==> src/rtl/byte_alu_pkg.sv <==
package byte_alu_pkg;
  typedef enum logic [3:0] {
    OP_ADD  = 4'd0,
    OP_ADDC = 4'd1,
    OP_SUB  = 4'd2,
    OP_SUBC = 4'd3,
    OP_CMP  = 4'd4,
    OP_AND  = 4'd5,
    OP_OR   = 4'd6,
    OP_XOR  = 4'd7,
    OP_TEST = 4'd8,
    OP_SHL  = 4'd9,
    OP_SHR  = 4'd10,
    OP_ROL  = 4'd11,
    OP_ROR  = 4'd12
  } alu_op_e;

  typedef enum logic [1:0] {
    FILL_ZERO  = 2'd0,
    FILL_ONE   = 2'd1,
    FILL_EDGE  = 2'd2,
    FILL_CARRY = 2'd3
  } fill_e;

  typedef enum logic [1:0] {
    LG_AND = 2'd0,
    LG_OR  = 2'd1,
    LG_XOR = 2'd2
  } logic_fn_e;
endpackage

==> src/rtl/alu_addsub.sv <==
module alu_addsub #(
  parameter int W = 8
) (
  input  logic [W-1:0] a,
  input  logic [W-1:0] b,
  input  logic         cin,
  input  logic         use_cin,
  input  logic         subtract,
  output logic [W-1:0] r,
  output logic         cout
);
  localparam int SW = W + 1;
  logic [SW-1:0] ext_a, ext_b, ext_c, total;

  always_comb begin
    ext_a = {1'b0, a};
    ext_b = {1'b0, b};
    ext_c = {{W{1'b0}}, cin & use_cin};
    if (subtract) total = ext_a - ext_b - ext_c;
    else          total = ext_a + ext_b + ext_c;
    r    = total[W-1:0];
    cout = total[W];
  end
endmodule

==> src/rtl/alu_bitwise.sv <==
module alu_bitwise #(
  parameter int W = 8
) (
  input  logic [W-1:0] a,
  input  logic [W-1:0] b,
  input  logic [1:0]   fn,
  output logic [W-1:0] r,
  output logic         odd_parity
);
  import byte_alu_pkg::*;

  always_comb begin
    case (logic_fn_e'(fn))
      LG_OR:   r = a | b;
      LG_XOR:  r = a ^ b;
      default: r = a & b;
    endcase
    odd_parity = ^r;
  end
endmodule

==> src/rtl/alu_shifter.sv <==
module alu_shifter #(
  parameter int W = 8
) (
  input  logic [W-1:0] a,
  input  logic         cin,
  input  logic         to_right,
  input  logic         rotate,
  input  logic [1:0]   fill,
  output logic [W-1:0] r,
  output logic         cout
);
  import byte_alu_pkg::*;

  logic out_bit;
  logic in_bit;

  always_comb begin
    out_bit = to_right ? a[0] : a[W-1];
    if (rotate) begin
      in_bit = out_bit;
    end else begin
      case (fill_e'(fill))
        FILL_ZERO:  in_bit = 1'b0;
        FILL_ONE:   in_bit = 1'b1;
        FILL_EDGE:  in_bit = to_right ? a[W-1] : a[0];
        default:    in_bit = cin;
      endcase
    end
    if (to_right) r = {in_bit, a[W-1:1]};
    else          r = {a[W-2:0], in_bit};
    cout = out_bit;
  end
endmodule

==> src/rtl/byte_alu_core.sv <==
module byte_alu_core #(
  parameter int W = 8
) (
  input  logic         clk,
  input  logic         rst,
  input  logic         in_valid,
  input  logic [3:0]   in_op,
  input  logic [1:0]   in_fill,
  input  logic [W-1:0] in_a,
  input  logic [W-1:0] in_b,
  output logic [W-1:0] res_data,
  output logic         res_we,
  output logic         res_valid,
  output logic         flag_c,
  output logic         flag_z
);
  import byte_alu_pkg::*;

  alu_op_e op;
  logic [W-1:0] as_r, lg_r, sh_r;
  logic as_c, lg_p, sh_c;
  logic as_sub, as_usec;
  logic [1:0] lg_fn;
  logic sh_right, sh_rot;

  logic [W-1:0] nx_r;
  logic nx_c, nx_z, nx_we;

  assign op       = alu_op_e'(in_op);
  assign as_sub   = (op == OP_SUB) || (op == OP_SUBC) || (op == OP_CMP);
  assign as_usec  = (op == OP_ADDC) || (op == OP_SUBC);
  assign sh_right = (op == OP_SHR) || (op == OP_ROR);
  assign sh_rot   = (op == OP_ROL) || (op == OP_ROR);

  always_comb begin
    case (op)
      OP_OR:   lg_fn = 2'(LG_OR);
      OP_XOR:  lg_fn = 2'(LG_XOR);
      default: lg_fn = 2'(LG_AND);
    endcase
  end

  alu_addsub #(.W(W)) u_addsub (
    .a(in_a), .b(in_b), .cin(flag_c), .use_cin(as_usec),
    .subtract(as_sub), .r(as_r), .cout(as_c)
  );

  alu_bitwise #(.W(W)) u_bitwise (
    .a(in_a), .b(in_b), .fn(lg_fn), .r(lg_r), .odd_parity(lg_p)
  );

  alu_shifter #(.W(W)) u_shifter (
    .a(in_a), .cin(flag_c), .to_right(sh_right), .rotate(sh_rot),
    .fill(in_fill), .r(sh_r), .cout(sh_c)
  );

  always_comb begin
    nx_r  = in_a;
    nx_c  = flag_c;
    nx_we = 1'b0;
    case (op)
      OP_ADD, OP_ADDC, OP_SUB, OP_SUBC: begin
        nx_r = as_r; nx_c = as_c; nx_we = 1'b1;
      end
      OP_CMP: begin
        nx_r = as_r; nx_c = as_c;
      end
      OP_AND, OP_OR, OP_XOR: begin
        nx_r = lg_r; nx_c = 1'b0; nx_we = 1'b1;
      end
      OP_TEST: begin
        nx_r = lg_r; nx_c = lg_p;
      end
      OP_SHL, OP_SHR, OP_ROL, OP_ROR: begin
        nx_r = sh_r; nx_c = sh_c; nx_we = 1'b1;
      end
      default: ;
    endcase
    if (in_op > 4'(OP_ROR)) nx_z = flag_z;
    else                    nx_z = (nx_r == '0);
  end

  always_ff @(posedge clk) begin
    if (rst) begin
      res_data  <= '0;
      res_we    <= 1'b0;
      res_valid <= 1'b0;
      flag_c    <= 1'b0;
      flag_z    <= 1'b0;
    end else begin
      res_valid <= in_valid;
      res_we    <= in_valid & nx_we;
      if (in_valid) begin
        res_data <= nx_r;
        flag_c   <= nx_c;
        flag_z   <= nx_z;
      end
    end
  end
endmodule

==> config.mk <==
export PLATFORM = sky130hd
export DESIGN_NAME = byte_alu_core
export DESIGN_NICKNAME = d
export VERILOG_FILES = /design/src/rtl/byte_alu_pkg.sv /design/src/rtl/alu_addsub.sv /design/src/rtl/alu_bitwise.sv /design/src/rtl/alu_shifter.sv /design/src/rtl/byte_alu_core.sv
export SDC_FILE = /design/constraint.sdc
export NUM_CORES = 1
export LEC_CHECK = 0
export CORE_UTILIZATION = 39
export CTS_CLUSTER_DIAMETER = 40
export CTS_CLUSTER_SIZE = 14
export DETAILED_ROUTE_END_ITERATION = 8
export SYNTH_ARGS = -nofsm -noshare
export SYNTH_HDL_FRONTEND = slang
export SYNTH_SLANG_ARGS = --single-unit
==> constraint.sdc <==
create_clock -name clk -period 3.21 [get_ports clk]
set_input_delay 0.642 -clock clk [delete_from_list [all_inputs] [get_ports clk]]
set_output_delay 0.642 -clock clk [all_outputs]
set_load 0.005 [all_outputs]
==> metrics.txt <==
clock transition at the registers of the reported paths 50 ps; worst flop-to-flop path endpoint flag_z; leading area contributor after synthesis ha_1; Max Cap Violations 0; fillers 532; CP startpoint kind primary input; Clock Path Buffers 2; register area share after synthesis 10.4%; Hold Crit Class reg -> reg; Final ANT Viol Nets 0; Die Wd 78.9 um; Leakage 1.47 nW; CTS tree built; Data arrival, critical path 3240 ps; Die Y 78.9 um; first-pass GRT wire length 11300 um; FF-to-FF Start flag_c; Tot GR Track Use 23.1%; total global routing overflow 0; drt first pass iters 5; Relative slew margins 68.7%; site row count 27; final setup vio count 0; Min Clock Period, post-route 3100 ps; core area 0.00561 mm2; sw frac 37.9%; Synth Register Bits 12; drt total wl 6850 um; Avg Inst Size Synth 7.48 um2; Ys Warns 0; clock latency on the worst-skew pair 230 ps; DIE AREA 0.00622 mm2; P_int 0.513 mW; Synth Flop Type dfxtp_1; Final Hold Fails 0; vias in the first global route 2374; Seq pwr share 20.3%; FFs w/ async S/R, synth 0%; distinct cell type count of the synthesized netlist 57; commonest cells in the netlist nor2_1, ha_1, inv_1, nand2_1, a21oi_1; Vias 2519; Max Fanout on Critical Path 3; drt wl/cell 14.8 um; pwr/cell area 246 mW/mm2; largest net degree at the start of global routing 23; clock power share 15.8%; syn nets 370; clock root cell clkbuf_8; crit path kind in -> reg; combinational share of power 64.0%; crit share post-route 96.7%; RePlAce Congestion 0.965; dpl cell area 0.00308 mm2; Cell Area, Synth 0.00230 mm2; CP Cell Sequence dlygate4sd2_1 -> nor2_2 -> nand3b_1 -> inv_2 -> fa_2 -> inv_1 -> fa_1 -> mux2i_1 -> xor2_1 -> a22o_1 -> nor4b_4 -> nand4_1 -> o41ai_2; skew final 0.380 ps; Clock Sinks 12; Layout Nets 455; peak supply drop 0.204 mV; EDFF count, synth 0; Post-Syn Instances 308; flop-to-flop setup slack 480 ps; number of CTS-inserted buffers 3; unrepaired setup endpoints after global routing no; ANT cells 0; top post-synthesis cells by area ha_1, dfxtp_1, nor2_1; PortBufs 36; Max Fclk 0.322 GHz; status finished clean; slowest stage delay, CP 390 ps; H-tree Lvls 1; hold path start flag_z; drt drc 0; layout cells sized above 1 26.1%; Area growth syn-to-layout 45.7%; count leader, synth nor2_1; vias per inst 5.44; Ports 37; Starting Density 41.1%; crit end category register; antenna violations before repair 0; Yosys top cell area share 17.9%; Hold Crit Depth 2; Post-CTS Hold Buffers 0; Reg2Reg Depth 11; Worst Max-Slew Pin Slew 468 ps; DPL Wire Length 5610 um; final slew viol count 0; Crit path required time 3350 ps; Initial DRC Count 155; Setup TNS Final 0 ps; WHS Endpoint flag_z; Crit-path slowest cell fa_1; Finished Cell Area 0.00336 mm2; P_sw 0.313 mW; Finished Core Util 59.8%
-- worst max-delay path: cells and delay by family --
family	cells	cell delay (ps)
and+or+nand+nor	4	680
adders and majority gates	2	620
AOI/OAI and AO/OA	2	590
buffers and inverters	3	420
muxes	1	190
xor gates and xnor gates	1	100
-- power groups by stage --
stage	Clock, mW	Sequential [mW]	Combinational (mW)
CTS	0.134	0.168	0.512
finish	0.130	0.168	0.528
global placement	0	0.171	0.479
detailed placement	0	0.171	0.483
global route	0.142	0.169	0.576
floorplan	0	0.171	0.283
-- layout by cell type (no fill, tap or decap), types with 3 or more instances in the layout --
| cell | instances |
|---|---|
| nor2_2 | 3 |
| nor2b_1 | 5 |
| a32o_1 | 5 |
| dfxtp_1 | 12 |
| xnor2_1 | 8 |
| and3_1 | 3 |
| a22oi_1 | 6 |
| a31oi_2 | 5 |
| a22o_1 | 4 |
| o21a_1 | 3 |
| nand2_1 | 22 |
| o21ai_0 | 10 |
| a21oi_1 | 14 |
| ha_1 | 29 |
| ha_4 | 4 |
| nand3_1 | 5 |
| buf_4 | 57 |
| fa_2 | 3 |
| inv_1 | 29 |
| a211oi_1 | 6 |
| xor2_1 | 10 |
| clkbuf_8 | 3 |
| o211ai_1 | 4 |
| clkdlybuf4s50_1 | 31 |
| a21o_1 | 5 |
| nand2b_1 | 14 |
| nor2_1 | 32 |
-- metrics by stage --
| step | std cells | setup slack [ps] | hold WS, ps | power, mW |
|---|---|---|---|---|
| after floorplan | 308 | 5.29 | 452 | 0.454 |
| after global placement | 456 | -501 | 461 | 0.650 |
| after detailed placement | 456 | -574 | 466 | 0.653 |
| after CTS | 461 | 19.0 | 478 | 0.814 |
| after global routing | 463 | 2.14 | 485 | 0.886 |
| final | 463 | 107 | 475 | 0.826 |
-- registers in the layout, summed over array words and instances (netlist names) --
register,flops
res_data,8
flag_c,1
flag_z,1
res_valid,1
res_we,1
-- cells by family after synthesis --
family	synth area share, %
simple gates	23.2
xor+xnor	6.84
mux	0.869
flops	10.4
compound gates	28.2
buf+inv	8.96
fa+ha+maj	21.4
-- per-layer routing --
layer	GRT usage, %	routed length (um)	up-vias
met5	0	0	-
met3	1.61	345	18
met2	39.1	3260	87
li1	-	-	1262
met1	30.0	3040	1152
met4	9.82	201	0
-- cell type report --
type,instances,area [um2],share of cell area (%)
clock buffers,3,41.3,1.23
inverters,31,119,3.54
well taps,72,90.1,2.68
multi-input cells,250,2050,61.1
flip-flops and latches,12,240,7.16
repair buffers,95,813,24.2
-- timing repair --
action | 4_1_cts | 5_1_grt
setup endpoints to repair | 7 | 3
cloned | 0 | 0
pin swaps | 12 | 7
gates resized for setup | 31 | 16
buffers inserted | 2 | 2
-- worst max-delay path by stage --
| stage | slack [ps] | cells after the start | end | start |
|---|---|---|---|---|
| after floorplan | 5 | 15 | flag_z | in_op[0] |
| after global placement | -500 | 14 | flag_c | in_op[0] |
| after detailed placement | -570 | 15 | flag_z | in_op[0] |
| after CTS | 20 | 12 | flag_z | in_op[1] |
| after global routing | 2 | 13 | flag_z | in_op[3] |
| final | 110 | 13 | flag_z | in_op[3] |
No activity file was read; power rests on OpenSTA's default activity.
